[config.mk]
export PLATFORM = sky130hd
export DESIGN_NAME = tp_sequencer
export DESIGN_NICKNAME = d
export VERILOG_FILES = /design/src/rtl/tpseq_pkg.sv /design/src/rtl/tp_ring.sv /design/src/rtl/ext_prefix_tracker.sv /design/src/rtl/subseq_select.sv /design/src/rtl/tp_sequencer.sv
export SDC_FILE = /design/constraint.sdc
export NUM_CORES = 1
export LEC_CHECK = 0
export ABC_CLOCK_PERIOD_IN_PS = 1500
export BUFFER_PORTS_ARGS = -buffer_cell sky130_fd_sc_hd__buf_4
export CAP_MARGIN = 25
export CORE_AREA = 2 2 65 67
export CTS_BUF_LIST = sky130_fd_sc_hd__clkbuf_4
export DETAILED_ROUTE_END_ITERATION = 8
export DIE_AREA = 0 0 67 69
export PLACE_DENSITY_LB_ADDON = 0.08
export SETUP_SLACK_MARGIN = 0.15
export SYNTH_ARGS = -nofsm -noshare
export SYNTH_HDL_FRONTEND = slang
export SYNTH_SLANG_ARGS = --single-unit
[constraint.sdc]
create_clock -name clk -period 1.5 [get_ports clk]
set_input_delay 0.225 -clock clk [delete_from_list [all_inputs] [get_ports clk]]
set_output_delay 0.225 -clock clk [all_outputs]
set_load 0.03 [all_outputs]
[src/rtl/tpseq_pkg.sv]
package tpseq_pkg;

  localparam int SS_W = 4;

  typedef enum logic [SS_W-1:0] {
    SS_XFER      = 4'd0,
    SS_CNTSKIP   = 4'd1,
    SS_IDX       = 4'd2,
    SS_EXCH      = 4'd3,
    SS_LDCOMP    = 4'd4,
    SS_STORE     = 4'd5,
    SS_ADD       = 4'd6,
    SS_AND       = 4'd7,
    SS_MUL_INIT  = 4'd8,
    SS_DIV       = 4'd9,
    SS_SUB       = 4'd10,
    SS_MUL_STEP  = 4'd11,
    SS_MUL_DONE  = 4'd12,
    SS_XUNUSED   = 4'd13
  } subseq_e;

endpackage

[src/rtl/tp_ring.sv]
module tp_ring #(
  parameter int TP_N = 12
) (
  input  logic            clk,
  input  logic            rst,
  input  logic            ce,
  output logic [TP_N-1:0] tp,
  output logic            last_tp
);

  always_ff @(posedge clk) begin
    if (rst) tp <= {{(TP_N-1){1'b0}}, 1'b1};
    else if (ce) tp <= {tp[TP_N-2:0], tp[TP_N-1]};
  end

  assign last_tp = tp[TP_N-1];

  AST_TP_ONEHOT: assert property (@(posedge clk) disable iff (rst)
    $countones(tp) == 1);
  AST_TP_STEP: assert property (@(posedge clk) disable iff (rst)
    (ce && !tp[TP_N-1]) |=> (tp == ($past(tp) << 1)));
  AST_TP_WRAP: assert property (@(posedge clk) disable iff (rst)
    (ce && tp[TP_N-1]) |=> tp[0]);
  AST_TP_HOLD: assert property (@(posedge clk) disable iff (rst)
    !ce |=> $stable(tp));

endmodule

[src/rtl/ext_prefix_tracker.sv]
module ext_prefix_tracker #(
  parameter int OP_W     = 3,
  parameter int ADDR_W   = 12,
  parameter int EXT_ADDR = 6
) (
  input  logic              clk,
  input  logic              rst,
  input  logic              boundary,
  input  logic [OP_W-1:0]   cur_op,
  input  logic [ADDR_W-1:0] cur_addr,
  output logic              ext_flag,
  output logic              prefix_now
);

  assign prefix_now = !ext_flag && (cur_op == '0) &&
                      (cur_addr == ADDR_W'(EXT_ADDR));

  always_ff @(posedge clk) begin
    if (rst) ext_flag <= 1'b0;
    else if (boundary) ext_flag <= prefix_now;
  end

  AST_EXT_CLEARS: assert property (@(posedge clk) disable iff (rst)
    (boundary && ext_flag) |=> !ext_flag);
  AST_EXT_ARMS: assert property (@(posedge clk) disable iff (rst)
    (boundary && !ext_flag && cur_op == '0 && cur_addr == ADDR_W'(EXT_ADDR))
      |=> ext_flag);
  AST_EXT_HOLD: assert property (@(posedge clk) disable iff (rst)
    !boundary |=> $stable(ext_flag));

endmodule

[src/rtl/subseq_select.sv]
module subseq_select
  import tpseq_pkg::*;
#(
  parameter int OP_W      = 3,
  parameter int MP_REPEAT = 6
) (
  input  logic            clk,
  input  logic            rst,
  input  logic            advance,
  input  logic [OP_W-1:0] new_op,
  input  logic            new_ext,
  input  subseq_e         cur_ss,
  output subseq_e         next_ss,
  output logic            ss_last
);

  localparam int CNT_W = $clog2(MP_REPEAT + 1);

  logic [CNT_W-1:0] step_cnt;
  subseq_e          first_ss;

  always_comb begin
    if (!new_ext) begin
      first_ss = subseq_e'({{(SS_W-OP_W){1'b0}}, new_op});
    end else begin
      unique case (new_op)
        OP_W'(0): first_ss = SS_MUL_INIT;
        OP_W'(1): first_ss = SS_DIV;
        OP_W'(2): first_ss = SS_SUB;
        default:  first_ss = SS_XUNUSED;
      endcase
    end
  end

  assign ss_last = !(cur_ss == SS_MUL_INIT || cur_ss == SS_MUL_STEP);

  always_comb begin
    if (ss_last)                  next_ss = first_ss;
    else if (cur_ss == SS_MUL_INIT) next_ss = SS_MUL_STEP;
    else if (step_cnt == CNT_W'(MP_REPEAT - 1)) next_ss = SS_MUL_DONE;
    else                          next_ss = SS_MUL_STEP;
  end

  always_ff @(posedge clk) begin
    if (rst) step_cnt <= '0;
    else if (advance) begin
      if (next_ss == SS_MUL_INIT) step_cnt <= '0;
      else if (cur_ss == SS_MUL_STEP) step_cnt <= step_cnt + 1'b1;
    end
  end

  AST_MUL_ENTRY_CLEAR: assert property (@(posedge clk) disable iff (rst)
    (cur_ss == SS_MUL_INIT) |-> (step_cnt == '0));
  AST_MUL_STEP_COUNT: assert property (@(posedge clk) disable iff (rst)
    (cur_ss == SS_MUL_DONE) |-> (step_cnt == CNT_W'(MP_REPEAT)));
  AST_MUL_STEP_RANGE: assert property (@(posedge clk) disable iff (rst)
    (cur_ss == SS_MUL_STEP) |-> (step_cnt < CNT_W'(MP_REPEAT)));

endmodule

[src/rtl/tp_sequencer.sv]
module tp_sequencer
  import tpseq_pkg::*;
#(
  parameter int OP_W      = 3,
  parameter int ADDR_W    = 12,
  parameter int TP_N      = 12,
  parameter int MP_REPEAT = 6,
  parameter int EXT_ADDR  = 6
) (
  input  logic                   clk,
  input  logic                   rst,
  input  logic                   ce,
  input  logic [OP_W+ADDR_W-1:0] pbuf,
  output logic [OP_W-1:0]        seq_reg,
  output logic [ADDR_W-1:0]      addr_reg,
  output logic [SS_W-1:0]        subseq,
  output logic [TP_N-1:0]        tp,
  output logic                   eoi
);

  localparam int WORD_W = OP_W + ADDR_W;

  subseq_e cur_ss;
  subseq_e next_ss;
  logic    last_tp;
  logic    ss_last;
  logic    boundary;
  logic    ext_flag;
  logic    prefix_now;

  tp_ring #(.TP_N(TP_N)) u_ring (
    .clk(clk), .rst(rst), .ce(ce), .tp(tp), .last_tp(last_tp)
  );

  assign boundary = ce && last_tp && ss_last;

  ext_prefix_tracker #(
    .OP_W(OP_W), .ADDR_W(ADDR_W), .EXT_ADDR(EXT_ADDR)
  ) u_ext (
    .clk(clk), .rst(rst), .boundary(boundary),
    .cur_op(seq_reg), .cur_addr(addr_reg),
    .ext_flag(ext_flag), .prefix_now(prefix_now)
  );

  subseq_select #(.OP_W(OP_W), .MP_REPEAT(MP_REPEAT)) u_sel (
    .clk(clk), .rst(rst), .advance(ce && last_tp),
    .new_op(pbuf[WORD_W-1:ADDR_W]), .new_ext(prefix_now),
    .cur_ss(cur_ss), .next_ss(next_ss), .ss_last(ss_last)
  );

  always_ff @(posedge clk) begin
    if (rst) begin
      seq_reg  <= '0;
      addr_reg <= '0;
    end else if (boundary) begin
      seq_reg  <= pbuf[WORD_W-1:ADDR_W];
      addr_reg <= pbuf[ADDR_W-1:0];
    end
  end

  always_ff @(posedge clk) begin
    if (rst) cur_ss <= SS_XFER;
    else if (ce && last_tp) cur_ss <= next_ss;
  end

  // strobe is registered: raised on the edge entering the final pulse
  always_ff @(posedge clk) begin
    if (rst) eoi <= 1'b0;
    else if (ce) eoi <= tp[TP_N-2] && ss_last;
  end

  assign subseq = cur_ss;

  AST_LOAD_WORD: assert property (@(posedge clk) disable iff (rst)
    boundary |=> (seq_reg == $past(pbuf[WORD_W-1:ADDR_W]) &&
                  addr_reg == $past(pbuf[ADDR_W-1:0])));
  AST_NO_LOAD: assert property (@(posedge clk) disable iff (rst)
    !boundary |=> ($stable(seq_reg) && $stable(addr_reg)));
  AST_EOI_ONLY_TP12: assert property (@(posedge clk) disable iff (rst)
    eoi |-> (tp[TP_N-1] && ss_last));
  AST_EOI_PRESENT: assert property (@(posedge clk) disable iff (rst)
    (tp[TP_N-1] && ss_last) |-> eoi);
  AST_HOLD_NO_CE: assert property (@(posedge clk) disable iff (rst)
    !ce |=> ($stable(subseq) && $stable(eoi)));
  AST_SS_STABLE_MID: assert property (@(posedge clk) disable iff (rst)
    !last_tp |=> $stable(subseq));

endmodule

# Word level (Yosys, flattened, before mapping)
# Cells that the tools add are included.
classes:
  reduce_logical: 12
  eq_ne: 7
  n_addsub: 1
  mux: 7
ops:
  columns: ["op", "n"]
  rows:
  - ["$eq A12 B3 Y1 const B", 1]
  - ["$eq A4 B4 Y1 const B", 3]
  - ["$mux W4", 3]
  - ["$mux W3", 3]
  - ["$pmux W3 S3", 1]
  - ["$logic_not A3 Y1", 2]
  - ["$logic_and A1 B1 Y1", 5]
  - ["$add A3 B1 Y3 const B", 1]
  - ["$eq A3 B1 Y1 const B", 1]
  - ["$eq A3 B2 Y1 const B", 1]
  - ["$eq A3 B3 Y1 const B", 1]
  - ["$logic_not A1 Y1", 2]
  - ["$reduce_and A2 Y1", 1]
  - ["$reduce_bool A2 Y1", 1]
  - ["$logic_or A1 B1 Y1", 1]
totals:
  reg_bits: 36
  word_cells: 34
  input_bits: 18
  out_inout_bits: 32

# Depth between registers and ports, before layout
# Gate-level depths: netlist of run 1.
depth:
  word_depth: 8
  depth_mapped: 6
  ltp_nobuf: 6

# Hierarchy
# A second synthesis of run 1 with hierarchy kept.
hier_totals:
  hier_cells: 173
  hier_area_um2: 1709.1
modules_own_cells:
  columns: ["module", "area_each_um2", "instances", "seq_area_each_um2", "cells_per_inst"]
  rows:
  - ["tp_sequencer", 910.9, 1, 400.4, 89]
  - ["tp_ring", 430.4, 1, 240.2, 39]
  - ["subseq_select", 284.0, 1, 60.1, 36]
  - ["ext_prefix_tracker", 83.8, 1, 20.0, 9]

# Least setup slack after synthesis of run 1
# Ideal clock, no wire load.
synth_timing:
  path_type: "flip-flop to flip-flop"
  from: "register cur_ss[3], in the netlist subseq[3]"
  to: "register u_sel.step_cnt[1]"
  stages_incl_launch_ff: 5
  period_less_slack_ns: 1.784
  path_buffers: 0
  required_time_ns: 1.400
  arrival_time_ns: 1.684
  setup_ns: 0.100
  path_slack_ns: -0.284
  path_cell_list: "dfxtp_1 > or4b_4 > o311ai_4 > and4b_4 > a2111oi_4"
synth_via:
  elab_chain_cells: 6
  elab_cells_between_ends: 9
  cone_classes: "3 x eq/ne; 3 x mux; 3 x reduce/logical"
synth_rtl:
  columns: ["item", "line_no", "source"]
  rows:
  - ["start: declaration", "tp_sequencer.sv:23", "subseq_e cur_ss;"]
  - ["start signal: assignment", "tp_sequencer.sv:63", "else if (ce && last_tp) cur_ss <= next_ss;"]
  - ["$eq A4 B4 Y1, on equally long branches", "subseq_select.sv:35, subseq_select.sv:39, subseq_select.sv:48", null]
  - ["$mux W4 or $logic_or A1 B1 Y1 (tied branches)", "subseq_select.sv:39, subseq_select.sv:35", null]
  - ["$mux W4", "subseq_select.sv:38", "if (ss_last) next_ss = first_ss;"]
  - ["$eq A4 B4 Y1", "subseq_select.sv:47", "if (next_ss == SS_MUL_INIT) step_cnt <= '0;"]
  - ["$reduce_bool A2 Y1 (no source line)", null, null]
  - ["$reduce_and A2 Y1 (no source line)", null, null]
  - ["end signal: assignment", "subseq_select.sv:48", "else if (cur_ss == SS_MUL_STEP) step_cnt <= step_cnt + 1'b1;"]
  - ["end: declaration", "subseq_select.sv:19", "logic [CNT_W-1:0] step_cnt;"]
# Parallel ways exist; a longest one is shown, timed or not.
# A chain may end at the register's enable or synchronous reset.

# Final worst setup path of run 1
layout_timing:
  from: "register cur_ss[1], in the netlist subseq[1]"
  to: "register u_sel.step_cnt[1]"
# The elaborated chain is that of the path after synthesis.

==> flow_summary.json, run 1 <==
{
  "grtUsageTotal": 0.164,
  "post-route-min-period_ps": 1550,
  "ys_warn_count": 0,
  "portBuffers": 49,
  "finalSetupTns_ps": -48.2,
  "gp_congestion": 0.832,
  "violations": "setup timing",
  "use_met1": 0.220,
  "design_area_sq_um": 2230,
  "rows": 23,
  "worst_pin_slew_ps": 397,
  "num_vias": 1261,
  "antenna_found_initial": 0,
  "drt_iter0_drc": 45,
  "path_clk_slew_ps": 110,
  "synth.avg_cell_area_sq_um": 10.3,
  "rsz0062_at_grt": "true",
  "synth_ff_type": "dfxtp_1",
  "insertedDiodeCount": 0,
  "syn_nets": 167,
  "status": "finished with violations",
  "cp-start-kind": "register",
  "die_w_um": 67,
  "routed_wl_mm": 3.47,
  "fmax_mhz": 646,
  "syn_area_sq_um": 1510,
  "period_share": 1.03,
  "ant_nets": 0,
  "maxCapViolCount": 0,
  "first_global_vias": 1226,
  "slew_violations": 0,
  "p_per_area_nw_per_um2": 712,
  "crit_required_ps": 1730,
  "synthToLayoutAreaGrowth_pct": 47.4,
  "grt-busiest-layer": "met2",
  "remaining_drc_errors": 0,
  "dpl_cell_area_sq_um": 2060,
  "clockBufferDepth": 2,
  "p_leak_nw": 0.923,
  "crit_type": "reg2reg",
  "viasPerCell": 4.85,
  "grt_max_degree": 36,
  "syn_inst": 147,
  "numCtsBuffers": 5,
  "use_met3": 0.0424,
  "cts-htree-levels": 2,
  "final_common_cell": "buf_4",
  "crit_fanout": 3,
  "grt_pass1_wl_mm": 5.78,
  "relSlewSlack": 0.736,
  "insertion_delay_ps": 340,
  "nNetsFinal": 229,
  "synth_cell_types": 32,
  "dp.cells": 248,
  "dp_hpwl_mm": 2.44,
  "cp.arrival_ps": 1780,
  "core_area_sq_um": 3910,
  "vdd_drop_max_uv": 562,
  "cts_root_buf": "clkbuf_4",
  "setup_slack_ps": -48.2,
  "die_area_sq_um": 4620,
  "ys_seq_area_frac": 0.476,
  "hp-class": "in2reg",
  "cp-end-kind": "register",
  "setup_viol": 1,
  "clkSinkCount": 36,
  "ioPinCount": 50,
  "chipHeight_um": 69,
  "cts_tree": "built",
  "grt_overflow": 0,
  "synth_edf_count": 0,
  "stdcell_count": 260,
  "post_drt_wl_per_cell_um": 13.4,
  "hold_viol": 0,
  "start_util": 0.387,
  "layout-drive-gt1-share": 0.500,
  "synth_async_sr_flop_share": 0,
  "layout_common_cells": "59 x buf_4, 31 x nor2_1, 27 x mux2i_1",
  "finClkSkew_ps": 11.1,
  "dr.pass1.iters": 4,
  "synth-seq-cells": 36,
  "use_met2": 0.242
}
power breakdown:
group | internal (mW) | switching (mW)
logic | 0.0509 | 0.0545
clock network | 0.219 | 0.308
registers | 0.952 | 0.00480
final timing paths:
check	from	endpoint	slack, ps	cells after the start
max	subseq[1]	u_sel.step_cnt[1]	-50	4
min	pbuf[1]	addr_reg[1]	100	3
max reg2reg	subseq[1]	u_sel.step_cnt[1]	-50	4
min reg2reg	eoi	eoi	480	2
timing repair:
| item | 4_1_cts | 5_1_grt |
|---|---|---|
| gates cloned | 1 | 0 |
| hold buffers | 0 | 0 |
| pin swaps | 3 | 3 |
| endpoints found under the setup margin | 24 | 22 |
| resized for setup | 11 | 2 |
| setup buffers | 1 | 2 |
synth_stat cells (3+ instances only):
cell type | number | share of area
dfxtp_1 | 36 | 0.48
nor2_1 | 31 | 0.077
mux2i_1 | 27 | 0.18
a21oi_1 | 4 | 0.013
buf_4 | 4 | 0.020
clkbuf_1 | 4 | 0.0099
nand3_1 | 4 | 0.013
nor4_1 | 4 | 0.017
nand2b_1 | 3 | 0.012
kinds of logic after synthesis:
| family | Yosys count | share of synthesized area |
|---|---|---|
| and+or+nand+nor | 57 | 0.193 |
| DFF | 36 | 0.476 |
| muxes | 27 | 0.179 |
| AOI/OAI and AO/OA | 13 | 0.0901 |
| buffers and inverters | 10 | 0.0347 |
| xor gates and xnor gates | 2 | 0.0116 |
| adders and majority gates | 2 | 0.0165 |
per-stage QoR:
step | hold slack, ps | utilization | setup WS, ps | total power, mW
after floorplan | 371 | - | -38.3 | 1.03
after global placement | 459 | 0.527 | 9.38 | 1.08
after detailed placement | 467 | 0.527 | -55.0 | 1.08
after CTS | 99.5 | 0.560 | -46.8 | 1.61
after global routing | 121 | 0.570 | -107 | 1.66
final | 105 | 0.570 | -48.2 | 1.59
critical path, stage by stage, from the launching register on:
cell,delay [ps]
dfxtp_4,360
or4b_4,540
o311ai_4,100
and4b_4,260
a2111oi_4,180
area by class of cell:
class                   instances  area [sq um]
fillers                       365          1680
repair buffers                 63           522
flip-flops and latches         36           752
well taps                      50          62.6
inverters                       2          7.51
clock inverters                 1          5.00
clock buffers                   7          52.6
multi-input cells             101           830
layer usage:
layer | up-vias | wire (um)
li1 | 641 | -
met1 | 580 | 1630
met2 | 32 | 1590
met3 | 8 | 171
met4 | 0 | 79
met5 | - | 0
No activity file was read; power rests on OpenSTA's default activity.
==> run 2, diff against run 1 <==
--- a/config.mk
+++ b/config.mk
@@ -8,10 +8,10 @@
 export ABC_CLOCK_PERIOD_IN_PS = 1500
 export BUFFER_PORTS_ARGS = -buffer_cell sky130_fd_sc_hd__buf_4
 export CAP_MARGIN = 25
-export CORE_AREA = 2 2 65 67
+export CORE_AREA = 2 2 67 69
 export CTS_BUF_LIST = sky130_fd_sc_hd__clkbuf_4
 export DETAILED_ROUTE_END_ITERATION = 8
-export DIE_AREA = 0 0 67 69
+export DIE_AREA = 0 0 69 71
 export PLACE_DENSITY_LB_ADDON = 0.08
 export SETUP_SLACK_MARGIN = 0.15
 export SYNTH_ARGS = -nofsm -noshare
==> constraint.sdc (replaced) <==
create_clock -name clk -period 1.5 [get_ports clk]
set_input_delay 0.3 -clock clk [delete_from_list [all_inputs] [get_ports clk]]
set_output_delay 0.3 -clock clk [all_outputs]
set_load 0.03 [all_outputs]
==> flow_summary.json, run 2 (synthesized netlist as in run 1, its figures left out) <==
{
  "p_per_area_nw_per_um2": 753,
  "die_area_sq_um": 4900,
  "crit_chain": "or4b_4, o311ai_4, and4b_4, a2111oi_4",
  "cellInternalPower_mw": 1.34,
  "critPathLaunch": "subseq[1]",
  "core_area_sq_um": 4200,
  "ant_nets": 0,
  "fmax_mhz": 645,
  "grt_overflow": 0,
  "cp_num_cells": 4,
  "worst_pin_slew_ps": 384,
  "seqPwrFrac": 0.558,
  "pwr-share-comb": 0.062,
  "hold_viol": 0,
  "min_path_cells": 3,
  "slowest_delay_ps": 530,
  "layout-drive-gt1-share": 0.507,
  "final_common_cell": "buf_4",
  "chipHeight_um": 71,
  "crit_path_top_delay_cell": "or4b_4",
  "crit_required_ps": 1740,
  "finalSetupTns_ps": -57.5,
  "cts_tree": "built",
  "rows": 24,
  "numCtsBuffers": 5,
  "start_util": 0.360,
  "path_clk_slew_ps": 110,
  "cp.buffers_inverters": 0,
  "netSwitchingPower_mw": 0.373,
  "post_drt_wl_per_cell_um": 12.7,
  "cts-htree-levels": 2,
  "first_global_vias": 1186,
  "dp_hpwl_mm": 2.43,
  "maxCapViolCount": 0,
  "violations": "setup timing",
  "period_share": 1.03,
  "routed_wl_mm": 3.38,
  "grt_pass1_wl_mm": 5.39,
  "p_leak_nw": 0.941,
  "design_area_sq_um": 2280,
  "finClkSkew_ps": 11.8,
  "remaining_drc_errors": 0,
  "die_w_um": 69,
  "slew_violations": 0,
  "drt_iter0_drc": 27,
  "p_sw_frac": 0.217,
  "dr.pass1.iters": 4,
  "clock_power_share": 0.380,
  "cp-end-kind": "register",
  "power_mw": 1.72,
  "post-route-min-period_ps": 1550,
  "hp-class": "in2reg",
  "layout_common_cells": "61 x buf_4, 31 x nor2_1, 27 x mux2i_1",
  "dpl_cell_area_sq_um": 2070,
  "reg2reg_depth": 4,
  "insertion_delay_ps": 330,
  "viasPerCell": 4.83,
  "gp_congestion": 0.855,
  "grtUsageTotal": 0.136,
  "hp-start": "pbuf[2]",
  "status": "finished with violations",
  "r2r_start": "subseq[1]",
  "final_util": 0.542,
  "ioPinCount": 50,
  "clkSinkCount": 36,
  "nNetsFinal": 232,
  "grt_max_degree": 36,
  "portBuffers": 49,
  "relSlewSlack": 0.744,
  "setup_viol": 2,
  "vdd_drop_max_uv": 473,
  "cp.arrival_ps": 1790,
  "insertedDiodeCount": 0,
  "cts_root_buf": "clkbuf_4",
  "setup_slack_ps": -50.2,
  "crit_type": "reg2reg",
  "synthToLayoutAreaGrowth_pct": 50.6,
  "antenna_found_initial": 0,
  "nFillCells": 412,
  "pre_cts_ws_ps": -34.8,
  "critPathTopFamily": "simple AND/OR/NAND/NOR gates",
  "rsz0062_at_grt": "true",
  "clockBufferDepth": 2,
  "cp-start-kind": "register",
  "num_vias": 1279,
  "crit_fanout": 3
}
[run 2: changes by cell type in the layout (fill, tap and decap cells not counted), moves of 2 or more]
cell / delta
buf_4: +2
buf_6: +3
clkinv_1: +2
clkbuf_4: -2
[run 2: worst paths after layout]
path	slack [ps]	endpoint
hold reg to reg	480	eoi
hold / removal	190	addr_reg[2]
setup reg to reg	-50	u_sel.step_cnt[1]
setup / recovery	-50	u_sel.step_cnt[1]
[run 2: what timing repair did]
action,4_1_cts,5_1_grt
hold buffers,0,0
endpoints found under the setup margin,7,24
pin swaps,7,5
endpoints found under the hold margin,0,0
gates resized for setup,15,5
buffers inserted,3,4
[run 2: layer usage]
metal,part of all wire,routed length [um],track usage,vias up
met5,0,0,0,-
met4,0.014,48,0.0479,0
met3,0.057,193,0.0499,5
met2,0.50,1690,0.228,33
met1,0.43,1450,0.162,592
li1,-,-,-,649
[run 2: layout make-up]
type,count,area (sq um),share of cell area
Multi-Input combinational cell,101,857,0.376
Sequential cell,36,752,0.330
Inverter,2,7.51,0.00329
Tap cell,52,65.1,0.0285
Clock inverter,3,37.5,0.0165
Timing Repair Buffer,66,523,0.229
Clock buffer,5,37.5,0.0165
[run 2: power by group through the flow]
stage | clock network [mW] | logic, mW | registers, mW
after global placement | 0 | 0.105 | 0.979
after CTS | 0.674 | 0.107 | 0.957
after global routing | 0.710 | 0.115 | 0.958
after floorplan | 0 | 0.0419 | 0.990
after detailed placement | 0 | 0.106 | 0.979
final | 0.653 | 0.107 | 0.957
[run 2: per-stage QoR]
stage / instances / hold WS [ps]
floorplan: 147 / 446
global placement: 250 / 462
detailed placement: 250 / 460
CTS: 261 / 181
global route: 265 / 197
finish: 265 / 194
[run 2: worst register-to-register path, stage by stage (launching register included)]
cell and delay (ps):
dfxtp_4 370, or4b_4 530, o311ai_4 110, and4b_4 270, a2111oi_4 180
==> run 3, diff against run 2 <==
--- a/config.mk
+++ b/config.mk
@@ -12,7 +12,8 @@
 export CTS_BUF_LIST = sky130_fd_sc_hd__clkbuf_4
 export DETAILED_ROUTE_END_ITERATION = 8
 export DIE_AREA = 0 0 69 71
-export PLACE_DENSITY_LB_ADDON = 0.08
+export GPL_ROUTABILITY_DRIVEN = 1
+export PLACE_DENSITY_LB_ADDON = 0.15
 export SETUP_SLACK_MARGIN = 0.15
 export SYNTH_ARGS = -nofsm -noshare
 export SYNTH_HDL_FRONTEND = slang
==> flow_summary.json, run 3 (synthesized netlist as in run 1, its figures left out) <==
{
  "die_area_sq_um": 4900,
  "insertedDiodeCount": 0,
  "drt_iter0_drc": 58,
  "dr.pass1.iters": 4,
  "portBuffers": 49,
  "cellInternalPower_mw": 1.17,
  "crit_fanout": 3,
  "dp_hpwl_mm": 2.75,
  "vdd_drop_max_uv": 416,
  "nNetsFinal": 233,
  "violations": "setup timing",
  "chipHeight_um": 71,
  "power_mw": 1.56,
  "hold_viol": 0,
  "slew_violations": 0,
  "remaining_drc_errors": 0,
  "p_leak_nw": 0.946,
  "fmax_mhz": 644,
  "gp_congestion": 0.723,
  "reg2reg_depth": 4,
  "r2r_slack_ps": -50,
  "insertion_delay_ps": 340,
  "cts_tree": "built",
  "p_per_area_nw_per_um2": 680,
  "crit_type": "reg2reg",
  "multi_input_area_sq_um": 875,
  "rows": 24,
  "numCtsBuffers": 5,
  "seqPwrFrac": 0.612,
  "finClkSkew_ps": 8.10,
  "relSlewSlack": 0.725,
  "cp-start-kind": "register",
  "seqCellArea_sq_um": 753,
  "layout_common_cells": "62 x buf_4, 31 x nor2_1, 26 x mux2i_1",
  "post-route-min-period_ps": 1550,
  "cts_hold_buf": 0,
  "die_w_um": 69,
  "num_vias": 1306,
  "ioPinCount": 50,
  "nFillCells": 394,
  "setup_slack_ps": -53.4,
  "maxCapViolCount": 0,
  "stdcell_count": 266,
  "rr_endpoint": "u_sel.step_cnt[1]",
  "pwr-share-comb": 0.069,
  "viasPerCell": 4.91,
  "period_share": 1.04,
  "netSwitchingPower_mw": 0.389,
  "hold_slack_ps": 188,
  "hp-class": "in2reg",
  "critPathLaunch": "subseq[1]",
  "path_clk_slew_ps": 110,
  "clockBufferDepth": 2,
  "first_global_vias": 1278,
  "cts-htree-levels": 2,
  "cp.arrival_ps": 1800,
  "dp.cells": 250,
  "layout-drive-gt1-share": 0.523,
  "post_drt_wl_per_cell_um": 14.5,
  "final_common_cell": "buf_4",
  "grt_overflow": 0,
  "pre_cts_ws_ps": -134,
  "status": "finished with violations",
  "grt_pass1_wl_mm": 6.09,
  "cts_root_buf": "clkbuf_4",
  "grt_max_degree": 36,
  "ant_nets": 0,
  "crit_required_ps": 1740,
  "r2r_start": "subseq[1]",
  "worst_pin_slew_ps": 412,
  "clkSinkCount": 36,
  "grtUsageTotal": 0.156,
  "synthToLayoutAreaGrowth_pct": 51.8,
  "clock_power_share": 0.319,
  "setup_viol": 3,
  "start_util": 0.360,
  "antenna_found_initial": 0,
  "cp-endpoint": "u_sel.step_cnt[1]",
  "p_sw_frac": 0.249,
  "routed_wl_mm": 3.85,
  "cp-end-kind": "register",
  "rsz0062_at_grt": "true",
  "core_area_sq_um": 4200
}
run 3: cell types whose count changed in the layout (fill, tap and decap cells not counted), moves of 2 or more:
cell and change:
a311oi_2 +2, a311oi_1 -2, nor4_2 -2, dfxtp_2 -2
nor4_4 +2, clkinv_2 +2
run 3: layer usage:
metal | wire (um) | GRT usage | vias to the layer above
met1 | 1720 | 0.184 | 618
met2 | 1900 | 0.263 | 30
li1 | - | - | 649
met5 | 0 | 0 | -
met4 | 71 | 0.0632 | 0
met3 | 164 | 0.0499 | 9
run 3: power by group through the flow:
stage,clock network (mW),logic [mW],registers (mW)
after floorplan,0,0.0419,0.990
after global placement,0,0.104,0.979
after detailed placement,0,0.106,0.979
after CTS,0.513,0.106,0.956
after global routing,0.567,0.114,0.957
final,0.499,0.108,0.956
run 3: metrics by stage:
stage / util / setup TNS (ps) / cell area [sq um]
after floorplan: - / -39.1 / 1590
after global placement: 0.491 / -6.05 / 2070
after detailed placement: 0.491 / -316 / 2070
after CTS: 0.533 / -127 / 2240
after global routing: 0.547 / -429 / 2300
final: 0.547 / -97.9 / 2300
run 3: timing repair:
| item | in CTS | in global routing |
|---|---|---|
| endpoints found under the setup margin | 24 | 24 |
| cloned | 1 | 0 |
| pin swaps | 6 | 2 |
| buffers inserted | 5 | 2 |
| endpoints found under the hold margin | 0 | 0 |
| gates resized for setup | 13 | 8 |
run 3: layout make-up:
cell class,count,share of cell area
Tap cell,52,0.0283
Clock inverter,3,0.00599
Sequential cell,36,0.328
Timing Repair Buffer,67,0.238
Clock buffer,5,0.0163
Multi-Input combinational cell,101,0.381
Inverter,2,0.00327
run 3: worst min path at each step:
stage	startpoint	endpoint	depth (start not counted)
after CTS	pbuf[1]	addr_reg[1]	3
after detailed placement	eoi	eoi	2
after floorplan	pbuf[1]	addr_reg[1]	2
after global placement	eoi	eoi	2
final	pbuf[6]	addr_reg[6]	3
after global routing	pbuf[0]	addr_reg[0]	3
run 3: worst max-delay path, stage by stage (launching register included):
cell       delay, ps
dfxtp_4          350
or4b_4           550
o311ai_4         110
and4b_4          280
a2111oi_4        170
